**src/rtl/buzz_pkg.sv**
```systemverilog
package buzz_pkg;

    localparam int NUM_FRAC  = 4;
    localparam int FRONT_DIV = 8;
    localparam int PRE_DIV   = 154;
    localparam int OCT_W     = 2;

    localparam logic [31:0] FREQ_MASK = 32'h0000_003F;
    localparam logic [31:0] TONE_MASK = 32'h0000_007F;
    localparam logic [31:0] GEN_MASK  = 32'h0000_0003;

    typedef enum logic [1:0] {
        SLOT_FREQ,
        SLOT_TONE,
        SLOT_GEN,
        SLOT_NONE
    } slot_e;

    typedef struct packed {
        logic                tone_on;
        logic [OCT_W-1:0]    octave;
        logic [NUM_FRAC-1:0] frac_sel;
        logic                pre_bypass;
    } buzz_cfg_t;

    function automatic int frac_num(input int idx);
        case (idx)
            0:       return 101;
            1:       return 49;
            2:       return 50;
            default: return 80;
        endcase
    endfunction

    function automatic int frac_den(input int idx);
        case (idx)
            0:       return 107;
            1:       return 55;
            2:       return 63;
            default: return 127;
        endcase
    endfunction

endpackage

```
**src/rtl/buzz_regs.sv**
```systemverilog
module buzz_regs
    import buzz_pkg::*;
#(
    parameter int ADDR_W = 11
) (
    input  logic              clk,
    input  logic              rst,
    input  logic [ADDR_W-1:0] addr,
    input  logic [3:0]        be,
    input  logic              wr,
    input  logic [31:0]       wdata,
    output logic [31:0]       rdata,
    output buzz_cfg_t         cfg
);

    logic [31:0] freq_q, tone_q, gen_q;
    slot_e       slot;
    logic        full;

    assign full = (be == 4'hF);

    always_comb begin
        if (addr == ADDR_W'(0))      slot = SLOT_FREQ;
        else if (addr == ADDR_W'(4)) slot = SLOT_TONE;
        else if (addr == ADDR_W'(8)) slot = SLOT_GEN;
        else                         slot = SLOT_NONE;
    end

    always_ff @(posedge clk) begin
        if (rst) begin
            freq_q <= '0;
            tone_q <= '0;
            gen_q  <= '0;
        end else if (wr && full) begin
            case (slot)
                SLOT_FREQ: freq_q <= wdata & FREQ_MASK;
                SLOT_TONE: tone_q <= wdata & TONE_MASK;
                SLOT_GEN:  gen_q  <= wdata & GEN_MASK;
                default:   ;
            endcase
        end
    end

    always_comb begin
        rdata = '0;
        if (full) begin
            case (slot)
                SLOT_FREQ: rdata = freq_q;
                SLOT_TONE: rdata = tone_q;
                SLOT_GEN:  rdata = gen_q;
                default:   rdata = '0;
            endcase
        end
    end

    assign cfg.tone_on    = tone_q[0];
    assign cfg.octave     = tone_q[OCT_W-1:0];
    assign cfg.frac_sel   = tone_q[2 +: NUM_FRAC];
    assign cfg.pre_bypass = gen_q[1];

    AST_NARROW_NO_WRITE: assert property (@(posedge clk) disable iff (rst)
        (wr && !full) |=> ($stable(freq_q) && $stable(tone_q) && $stable(gen_q)));

endmodule

```
**src/rtl/buzz_prescale.sv**
```systemverilog
module buzz_prescale #(
    parameter int FRONT_DIV = 8,
    parameter int PRE_DIV   = 154
) (
    input  logic clk,
    input  logic rst,
    input  logic bypass,
    output logic front_stb,
    output logic pre_stb
);

    localparam int FW = $clog2(FRONT_DIV);
    localparam int PW = $clog2(PRE_DIV);

    logic [FW-1:0] front_cnt;
    logic [PW-1:0] pre_cnt;
    logic          pre_wrap;

    assign front_stb = (front_cnt == FW'(FRONT_DIV - 1));
    assign pre_wrap  = (pre_cnt >= PW'(PRE_DIV - 1));
    assign pre_stb   = front_stb && (bypass || pre_wrap);

    always_ff @(posedge clk) begin
        if (rst) begin
            front_cnt <= '0;
            pre_cnt   <= '0;
        end else begin
            front_cnt <= front_stb ? '0 : front_cnt + FW'(1);
            if (front_stb && !bypass)
                pre_cnt <= pre_wrap ? '0 : pre_cnt + PW'(1);
        end
    end

    AST_FRONT_SPACED: assert property (@(posedge clk) disable iff (rst)
        front_stb |=> !front_stb);
    AST_PRE_SUBSET: assert property (@(posedge clk) disable iff (rst)
        pre_stb |-> front_stb);

endmodule

```
**src/rtl/buzz_octave.sv**
```systemverilog
module buzz_octave #(
    parameter int OCT_W = 2
) (
    input  logic             clk,
    input  logic             rst,
    input  logic [OCT_W-1:0] octave,
    input  logic             in_stb,
    output logic             out_stb
);

    localparam int CW = (1 << OCT_W);

    logic [CW-1:0] cnt;
    logic [CW:0]   lim;
    logic          wrap;

    assign lim     = (CW + 1)'(2) << octave;
    assign wrap    = ({1'b0, cnt} >= (lim - (CW + 1)'(1)));
    assign out_stb = in_stb && wrap;

    always_ff @(posedge clk) begin
        if (rst)
            cnt <= '0;
        else if (in_stb)
            cnt <= wrap ? '0 : cnt + CW'(1);
    end

    AST_OCT_SUBSET: assert property (@(posedge clk) disable iff (rst)
        out_stb |-> in_stb);

endmodule

```
**src/rtl/buzz_frac_stage.sv**
```systemverilog
module buzz_frac_stage #(
    parameter int NUM = 101,
    parameter int DEN = 107
) (
    input  logic clk,
    input  logic rst,
    input  logic sel,
    input  logic in_stb,
    output logic out_stb
);

    localparam int AW = $clog2(NUM + DEN);

    logic [AW-1:0] acc, sum;
    logic          carry;

    assign sum     = acc + AW'(NUM);
    assign carry   = (sum >= AW'(DEN));
    assign out_stb = in_stb && (!sel || carry);

    always_ff @(posedge clk) begin
        if (rst)
            acc <= '0;
        else if (in_stb && sel)
            acc <= carry ? sum - AW'(DEN) : sum;
    end

    AST_ACC_BELOW_DEN: assert property (@(posedge clk) disable iff (rst)
        acc < AW'(DEN));
    AST_FRAC_SUBSET: assert property (@(posedge clk) disable iff (rst)
        out_stb |-> in_stb);

endmodule

```
**src/rtl/buzz_tone.sv**
```systemverilog
module buzz_tone
    import buzz_pkg::*;
#(
    parameter int ADDR_W = 11
) (
    input  logic              clk,
    input  logic              rst,
    input  logic [ADDR_W-1:0] bus_addr,
    input  logic [3:0]        bus_be,
    input  logic              bus_wr,
    input  logic [31:0]       bus_wdata,
    output logic [31:0]       bus_rdata,
    output logic              tone_out
);

    buzz_cfg_t           cfg;
    logic                front_stb, pre_stb;
    logic [NUM_FRAC:0]   chain;
    logic                tgl_q;

    buzz_regs #(.ADDR_W(ADDR_W)) u_regs (
        .clk   (clk),
        .rst   (rst),
        .addr  (bus_addr),
        .be    (bus_be),
        .wr    (bus_wr),
        .wdata (bus_wdata),
        .rdata (bus_rdata),
        .cfg   (cfg)
    );

    buzz_prescale #(.FRONT_DIV(FRONT_DIV), .PRE_DIV(PRE_DIV)) u_pre (
        .clk       (clk),
        .rst       (rst),
        .bypass    (cfg.pre_bypass),
        .front_stb (front_stb),
        .pre_stb   (pre_stb)
    );

    buzz_octave #(.OCT_W(OCT_W)) u_oct (
        .clk     (clk),
        .rst     (rst),
        .octave  (cfg.octave),
        .in_stb  (pre_stb),
        .out_stb (chain[0])
    );

    for (genvar g = 0; g < NUM_FRAC; g++) begin : g_frac
        buzz_frac_stage #(.NUM(frac_num(g)), .DEN(frac_den(g))) u_stage (
            .clk     (clk),
            .rst     (rst),
            .sel     (cfg.frac_sel[g]),
            .in_stb  (chain[g]),
            .out_stb (chain[g+1])
        );
    end

    always_ff @(posedge clk) begin
        if (rst || !cfg.tone_on)
            tgl_q <= 1'b0;
        else if (chain[NUM_FRAC])
            tgl_q <= ~tgl_q;
    end

    assign tone_out = tgl_q;

    AST_QUIET_WHEN_OFF: assert property (@(posedge clk) disable iff (rst)
        !cfg.tone_on |=> !tone_out);
    AST_EDGE_PACED: assert property (@(posedge clk) disable iff (rst)
        !$stable(tone_out) |-> ($past(chain[NUM_FRAC]) || !$past(cfg.tone_on)));
    AST_SLOW_CHAIN: assert property (@(posedge clk) disable iff (rst)
        chain[NUM_FRAC] |-> front_stb);

endmodule

```
**config.mk**
```make
export PLATFORM = sky130hd
export DESIGN_NAME = buzz_tone
export DESIGN_NICKNAME = d
export VERILOG_FILES = /design/src/rtl/buzz_pkg.sv /design/src/rtl/buzz_regs.sv /design/src/rtl/buzz_prescale.sv /design/src/rtl/buzz_octave.sv /design/src/rtl/buzz_frac_stage.sv /design/src/rtl/buzz_tone.sv
export SDC_FILE = /design/constraint.sdc
export NUM_CORES = 1
export LEC_CHECK = 0
export ABC_AREA = 1
export BUFFER_PORTS_ARGS = -buffer_cell sky130_fd_sc_hd__buf_2
export CAP_MARGIN = 20
export CORE_MARGIN = 5
export CORE_UTILIZATION = 35
export DETAILED_ROUTE_END_ITERATION = 7
export PLACE_DENSITY_LB_ADDON = 0.05
export SETUP_SLACK_MARGIN = 0.1
export SLEW_MARGIN = 5
export SYNTH_ARGS = -nofsm -noshare
export SYNTH_HDL_FRONTEND = slang
export SYNTH_SLANG_ARGS = --single-unit
```
**constraint.sdc**
```tcl
create_clock -name clk -period 3.08 [get_ports clk]
set_input_delay 0.462 -clock clk [delete_from_list [all_inputs] [get_ports clk]]
set_output_delay 0.462 -clock clk [all_outputs]
set_load 0.02 [all_outputs]
```
=== After elaboration in Yosys (flattened, before gate mapping) ===
Index checks and enable logic that the tools add are counted.

* Bitwise operators: 1
* Magnitude comparators: 6
* $mul: 0
* Muxes and demuxes: 11
* Equality and inequality tests: 6
* Div/mod/pow operators: 0
* Shift operators: 1
* Add/subtract/negate cells: 12
* Reduce and logical (&&, ||, !) cells: 30

{| class="wikitable"
|+ Operator list
! kind !! number
|-
| two-way mux 32 bit || 1
|-
| two-way mux 8 bit || 3
|-
| one-hot mux 7 bit (3 select lines) || 1
|-
| adder 8 x 7 -> 8 bit (second input constant) || 2
|-
| greater-or-equal comparator 8 x 7 -> 1 bit (second input constant) || 2
|-
| subtractor 8 x 7 -> 8 bit (second input constant) || 2
|-
| adder 7 x 6 -> 7 bit (second input constant) || 2
|-
| greater-or-equal comparator 7 x 6 -> 1 bit (second input constant) || 2
|-
| two-way mux 7 bit || 2
|-
| subtractor 7 x 6 -> 7 bit (second input constant) || 2
|-
| logical AND 1 bit || 12
|-
| == test 11 x 3 -> 1 bit (second input constant) || 1
|-
| == test 11 x 4 -> 1 bit (second input constant) || 1
|-
| logical NOT 11 bit || 1
|-
| adder 8 x 1 -> 8 bit (second input constant) || 1
|-
| greater-or-equal comparator 8 bit (second input constant) || 1
|-
| logical NOT 1 bit || 6
|-
| logical OR 1 bit || 6
|-
| AND reduction 2 bit || 3
|-
| greater-or-equal comparator 4 x 5 -> 1 bit || 1
|-
| left shift 2 x 2 -> 5 bit (first input constant) || 1
|-
| subtractor 5 x 1 -> 5 bit (second input constant) || 1
|-
| adder 4 x 1 -> 4 bit (second input constant) || 1
|-
| == test 4 bit (second input constant) || 1
|-
| 10 further kinds || 11
|}

* Bits in registers: 61
* ROM bits: 0
* Logic and storage cells: 78
* Output and inout port bits: 33
* Bits in writable memories: 0
* Input port bits: 50
* Bits in latches: 0
* Memories: 0

=== Depth between registers and ports, before layout ===
* Depth in word-level cells: 8
* Mapped depth: 17
* Gate-level depth less buffers: 17

=== By module ===
Synthesis repeated with hierarchy kept, for this count alone.

* Cells, all modules: 711
* Area total of the unflattened synthesis: 4830.9 um^2

{| class="wikitable"
|+ Modules (own cells, without submodules)
! module !! sequential area each (um^2) !! area an instance (um^2) !! instances !! cells an instance
|-
| buzz_regs || 300.3 || 1188.6 || 1 || 176
|-
| buzz_frac_stage (g_frac[0].u_stage) || 160.2 || 800.8 || 1 || 124
|-
| buzz_frac_stage (g_frac[2].u_stage) || 140.1 || 659.4 || 1 || 97
|-
| buzz_frac_stage (g_frac[1].u_stage) || 140.1 || 635.6 || 1 || 96
|-
| buzz_frac_stage (g_frac[3].u_stage) || 160.2 || 633.1 || 1 || 93
|-
| buzz_prescale || 220.2 || 599.3 || 1 || 81
|-
| buzz_octave || 80.1 || 261.5 || 1 || 35
|-
| buzz_tone || 20.0 || 52.6 || 1 || 9
|}

=== Worst setup path after synthesis ===
No wires, ideal clock.

* Kind: input port to output port
* Start: input port bus_addr[5]
* End: output port bus_rdata[0]
* Cell stages on the path: 7
* Data required time: 2.618 ns
* Buffers on the path: 0
* Arrival: 1.744 ns
* Path slack: 0.874 ns
* Cells stage by stage: nor4_1 nand2_1 nor3_1 inv_1 a21oi_1 o21ai_0 inv_1

* Longest elaborated chain between the ends: 7
* Elaborated cells between the ends (all ways): 11
* Classes of those cells: 4 x eq/ne; 5 x mux; 2 x reduce/logical

{| class="wikitable"
|+ Ends and longest elaborated chain
! item !! RTL line !! source
|-
| start: declaration || buzz_tone.sv:8 || <nowiki>input logic [ADDR_W-1:0] bus_addr,</nowiki>
|-
| == test 11 x 4 -> 1 bit || buzz_regs.sv:25 || <nowiki>else if (addr == ADDR_W'(8)) slot = SLOT_GEN;</nowiki>
|-
| two-way mux 1 bit || buzz_regs.sv:25 ||
|-
| two-way mux 2 bit || buzz_regs.sv:24 || <nowiki>else if (addr == ADDR_W'(4)) slot = SLOT_TONE;</nowiki>
|-
| two-way mux 2 bit * || buzz_regs.sv:23 || <nowiki>if (addr == ADDR_W'(0)) slot = SLOT_FREQ;</nowiki>
|-
| == test 2 bit, or another cell as far along || buzz_regs.sv:47 || <nowiki>case (slot)</nowiki>
|-
| one-hot mux 7 bit (3 select lines) * || buzz_regs.sv:47 ||
|-
| two-way mux 32 bit * || buzz_regs.sv:46 || <nowiki>if (full) begin</nowiki>
|-
| end: declaration || buzz_tone.sv:12 || <nowiki>output logic [31:0] bus_rdata,</nowiki>
|}

Mark *: on every way between the ends. The rest lies on a longest branch, timed or not.

=== Worst setup path in the final report ===
Ends and elaborated chain as after synthesis.

==> qor.txt <==
=================================================================================================================
Final period demand of the worst path                                                                     2.55 ns
Post-CTS sizing                                                                                                 0
Number of clock sinks                                                                                          61
Maximum fanout count along the critical path                                                                    6
Floorplan row count                                                                                            38
Worst hold slack after final layout                                                                      0.429 ns
Iter 0 DRT Violations                                                                                          95
Critical path type                                                                                      in -> out
Synthesized netlist cell count                                                                                537
Die extent in x                                                                                            115 um
Global placer's final weighted congestion                                                                   0.756
Portion of netlist area occupied by mux cells                                                                  0%
Synth Area in Compound Gates                                                                                14.5%
Number of global-route vias before repair                                                                   3,150
Area growth from synthesis to final layout                                                                  11.4%
Area fraction in and, or, nand and nor cells after synthesis                                                26.9%
Wire length reported by the detailed router                                                               8390 um
Netlist area before placement                                                                          3820 sq um
Initial antenna violation count                                                                                 0
Average instance area after synthesis                                                                  7.12 sq um
Endpoint with the worst hold slack                                                                   u_regs.tone_q[6]
Crit end category                                                                                     output port
Critical Path Start Type                                                                               input port
Nets                                                                                                          643
Area occupied by multi-input gates                                                                     2210 sq um
Proportion of layout cells with a drive suffix above 1                                                      12.8%
Global-route congestion overflow total                                                                          0
Total power divided by cell area                                                                      384 nW/um^2
Max-slew violation count                                                                                        0
Placeable core region                                                                                10,800 sq um
Endpoints failing hold                                                                                          0
Startpoint of the most critical register-to-register path                                            u_pre.pre_cnt[0]
Reg2Reg Setup Slack                                                                                       0.84 ns
Required time at the endpoint of the critical path                                                        2.62 ns
Post-CTS setup-driven buffer insertion count                                                                    0
Vertical die dimension                                                                                     115 um
CTS H-Tree Depth                                                                                                3
Root Buffer                                                                                          sky130_fd_sc_hd__clkbuf_8
R2r worst-path depth                                                                                           14
Sequential area share after synthesis                                                                       31.9%
Warnings, synthesis                                                                                             0
I/O pin count                                                                                                  83
Setup total negative slack                                                                                   0 ns
First-pass GRT wire length                                                                              14,200 um
Total die area                                                                                       13,100 sq um
Router iterations before antenna repair                                                                         4
Vias after detailed routing                                                                                 3,259
Parity-gate share of the synthesized area counting xor and xnor cells                                       7.65%
RR Endpoint                                                                                          g_frac[0].u_stage.acc[3]
Total leakage power                                                                                       1.89 nW
Cts hold-fix bufs                                                                                               0
Data arrival time of the critical path                                                                    2.09 ns
Number of failing setup endpoints in the final timing report                                                    0
Status                                                                                               finished clean
Routed WL per cell                                                                                        11.7 um
Slew @ Worst Pin                                                                                         0.552 ns
Clock Latency Late Sink                                                                                   0.34 ns
Port bufs                                                                                                      32
Max Cap Violations                                                                                              0
Final Cycle Share                                                                                           82.8%
Total global-route track usage                                                                              13.5%
Max Root-Sink Buffers                                                                                           2
Number of synthesized register bits                                                                            61
Detail Route Antenna Nets                                                                                       0
Initial Utilization                                                                                         35.4%
Arithmetic-cell share of the synthesized area counting full adders, half adders and majority gates          6.22%
Via-per-instance ratio                                                                                       4.53
Antenna diode count                                                                                             0
Clock tree from TritonCTS                                                                                    done
Worst hold path cell count                                                                                      3
Count of fill cells added during filler insertion                                                           1,146
Normalized max-slew margin                                                                                  62.9%
HP Start                                                                                             bus_wdata[6]
Maximum number of pins on one net before global-route repair                                                   19
Setup repair after global routing missed its margin                                                         false
Sequential standard cell area                                                                          1220 sq um
Critical path startpoint                                                                              bus_addr[5]
Detail Placement HPWL                                                                                     6220 um
Highest clock frequency the design can meet                                                               392 MHz
DRC violations left                                                                                             0
Reg clk slew, reported paths                                                                              0.06 ns
Count of different cell masters after synthesis                                                                41
Number of buffers added by the clock tree synthesis step                                                        9
Clk_skew                                                                                               0.00623 ns
Main combinational cell family by area after synthesis                                               simple AND/OR/NAND/NOR gates
Maximum resistive drop on vdd                                                                              238 uV
Hold WC Path Type                                                                                       in -> reg
=================================================================================================================
==> placed cells by master (no fill, tap or decap), types with 2 or more instances in the layout <==
cell type	instances
sky130_fd_sc_hd__a211oi_1	3
sky130_fd_sc_hd__a21oi_1	44
sky130_fd_sc_hd__buf_2	32
sky130_fd_sc_hd__buf_4	3
sky130_fd_sc_hd__bufinv_16	2
sky130_fd_sc_hd__clkbuf_1	2
sky130_fd_sc_hd__clkbuf_8	9
sky130_fd_sc_hd__clkinv_2	3
sky130_fd_sc_hd__conb_1	25
sky130_fd_sc_hd__dfxtp_1	61
sky130_fd_sc_hd__ha_1	19
sky130_fd_sc_hd__inv_1	68
sky130_fd_sc_hd__inv_2	3
sky130_fd_sc_hd__nand2_1	90
sky130_fd_sc_hd__nand2_2	4
sky130_fd_sc_hd__nand3_1	36
sky130_fd_sc_hd__nand3_2	2
sky130_fd_sc_hd__nand3_4	2
sky130_fd_sc_hd__nand3b_1	2
sky130_fd_sc_hd__nand4_1	6
sky130_fd_sc_hd__nor2_1	53
sky130_fd_sc_hd__nor2_2	2
sky130_fd_sc_hd__nor2_4	2
sky130_fd_sc_hd__nor3_1	8
sky130_fd_sc_hd__nor3b_1	2
sky130_fd_sc_hd__nor4_1	3
sky130_fd_sc_hd__o211ai_1	2
sky130_fd_sc_hd__o21ai_0	43
sky130_fd_sc_hd__o22ai_1	6
sky130_fd_sc_hd__xnor2_1	9
sky130_fd_sc_hd__xor2_1	17
sky130_fd_sc_hd__xor2_2	4
==> routing by layer <==
layer	GRT usage, %	up-vias	part of all wire [%]
li1	-	1766	-
met1	15.9	1435	46
met2	23.8	46	48
met3	3.70	12	3.8
met4	4.20	0	1.4
met5	0	-	0
==> cell usage after synthesis <==
| cell | count | share of area, % |
|---|---|---|
| sky130_fd_sc_hd__conb_1 | 1 | 0.098 |
| sky130_fd_sc_hd__clkbuf_1 | 7 | 0.69 |
| sky130_fd_sc_hd__o21ai_1 | 1 | 0.13 |
| sky130_fd_sc_hd__nand2_2 | 4 | 0.65 |
| sky130_fd_sc_hd__o21a_1 | 1 | 0.20 |
| sky130_fd_sc_hd__nor2_1 | 53 | 5.2 |
| sky130_fd_sc_hd__o21ai_0 | 43 | 5.6 |
| sky130_fd_sc_hd__a31o_2 | 1 | 0.23 |
| sky130_fd_sc_hd__nand3_1 | 36 | 4.7 |
| sky130_fd_sc_hd__or2_2 | 1 | 0.16 |
| sky130_fd_sc_hd__nor3b_1 | 2 | 0.39 |
| sky130_fd_sc_hd__nand3_2 | 2 | 0.52 |
| sky130_fd_sc_hd__nor4_1 | 3 | 0.49 |
| sky130_fd_sc_hd__nor3_2 | 1 | 0.26 |
| sky130_fd_sc_hd__buf_2 | 1 | 0.13 |
| sky130_fd_sc_hd__o211ai_1 | 2 | 0.39 |
| sky130_fd_sc_hd__nand3_4 | 2 | 0.92 |
| sky130_fd_sc_hd__nor3_4 | 1 | 0.43 |
| sky130_fd_sc_hd__xor2_2 | 4 | 1.7 |
| sky130_fd_sc_hd__xnor2_1 | 9 | 2.1 |
| sky130_fd_sc_hd__nor2_8 | 1 | 0.52 |
| sky130_fd_sc_hd__o221ai_1 | 1 | 0.23 |
| sky130_fd_sc_hd__and2_1 | 1 | 0.16 |
| sky130_fd_sc_hd__o21bai_1 | 1 | 0.20 |
| sky130_fd_sc_hd__o22ai_1 | 6 | 0.98 |
| sky130_fd_sc_hd__dfxtp_1 | 61 | 32 |
| sky130_fd_sc_hd__nand3b_1 | 2 | 0.39 |
| sky130_fd_sc_hd__a21oi_1 | 44 | 5.8 |
| sky130_fd_sc_hd__xor2_1 | 17 | 3.9 |
| sky130_fd_sc_hd__nand4_1 | 6 | 0.98 |
| sky130_fd_sc_hd__nor2_2 | 2 | 0.33 |
| sky130_fd_sc_hd__a211oi_1 | 3 | 0.59 |
| sky130_fd_sc_hd__buf_4 | 25 | 4.9 |
| sky130_fd_sc_hd__nor3_1 | 8 | 1.0 |
| sky130_fd_sc_hd__nand2_1 | 90 | 8.8 |
| sky130_fd_sc_hd__inv_2 | 3 | 0.29 |
| sky130_fd_sc_hd__ha_1 | 19 | 6.2 |
| sky130_fd_sc_hd__nor2_4 | 2 | 0.59 |
| sky130_fd_sc_hd__inv_1 | 68 | 6.7 |
| sky130_fd_sc_hd__nand2_4 | 1 | 0.29 |
| sky130_fd_sc_hd__a22oi_1 | 1 | 0.20 |
==> power by group <==
part	internal [W]	total [W]	leakage, nW	switching, W
Sequential	0.000792	0.000793	0.492	0.00000128
Clock	0.000452	0.000769	0.107	0.000317
Combinational	0.0000195	0.0000758	1.29	0.0000564
==> state kept, by name, summed over array words and instances (netlist names) <==
signal              count
u_pre.front_cnt         3
g_frac.u_stage.acc     30
tone_out                1
u_regs.tone_q           7
u_pre.pre_cnt           8
u_regs.freq_q           6
u_oct.cnt               4
u_regs.gen_q            2
==> layout make-up <==
cell class                      instances  area share, %
Sequential cell                        61           28.7
Clock inverter                          5           1.76
Timing Repair Buffer                   35           4.29
Inverter                               71           6.26
Clock buffer                           11           3.08
Tap cell                              140           4.11
Multi-Input combinational cell        396           51.8
==> critical path: stages <==
cell                      delay (ns)
sky130_fd_sc_hd__buf_2          0.09
sky130_fd_sc_hd__nor4_1         0.25
sky130_fd_sc_hd__nand2_1        0.10
sky130_fd_sc_hd__nor3_1         0.38
sky130_fd_sc_hd__nand2_1        0.29
sky130_fd_sc_hd__nor2_1         0.16
sky130_fd_sc_hd__o21ai_0        0.14
sky130_fd_sc_hd__inv_1          0.07
sky130_fd_sc_hd__buf_2          0.15
==> how the worst max path moves through the flow <==
stage	to	slack [ns]	depth (start not counted)
2_1_floorplan	bus_rdata[0]	0.87	7
3_3_place_gp	bus_rdata[0]	0.50	9
3_5_place_dp	bus_rdata[0]	0.50	9
4_1_cts	bus_rdata[5]	0.50	9
5_1_grt	bus_rdata[0]	0.26	9
6_report	bus_rdata[0]	0.53	9
==> kinds of logic (layout without fill, tap and decap cells) <==
family	Yosys count	after routing
flops	61	61
compound gates	104	104
other cells	1	25
simple gates	218	218
fa+ha+maj	19	19
buf+inv	104	122
xor+xnor	30	30
==> metrics by stage <==
stage          util [%]  worst slack, ns  cell area [sq um]  total power [W]  std cells
5_1_grt            39.5            0.258               4260          0.00172        719
3_3_place_gp       37.6            0.500               4050         0.000887        703
3_5_place_dp       37.6            0.505               4050         0.000888        703
2_1_floorplan         -            0.874               3920         0.000885        561
6_report           39.5            0.529               4260          0.00164        719
4_1_cts            39.5            0.497               4260          0.00168        719
Power figures use the tool's default switching activity.
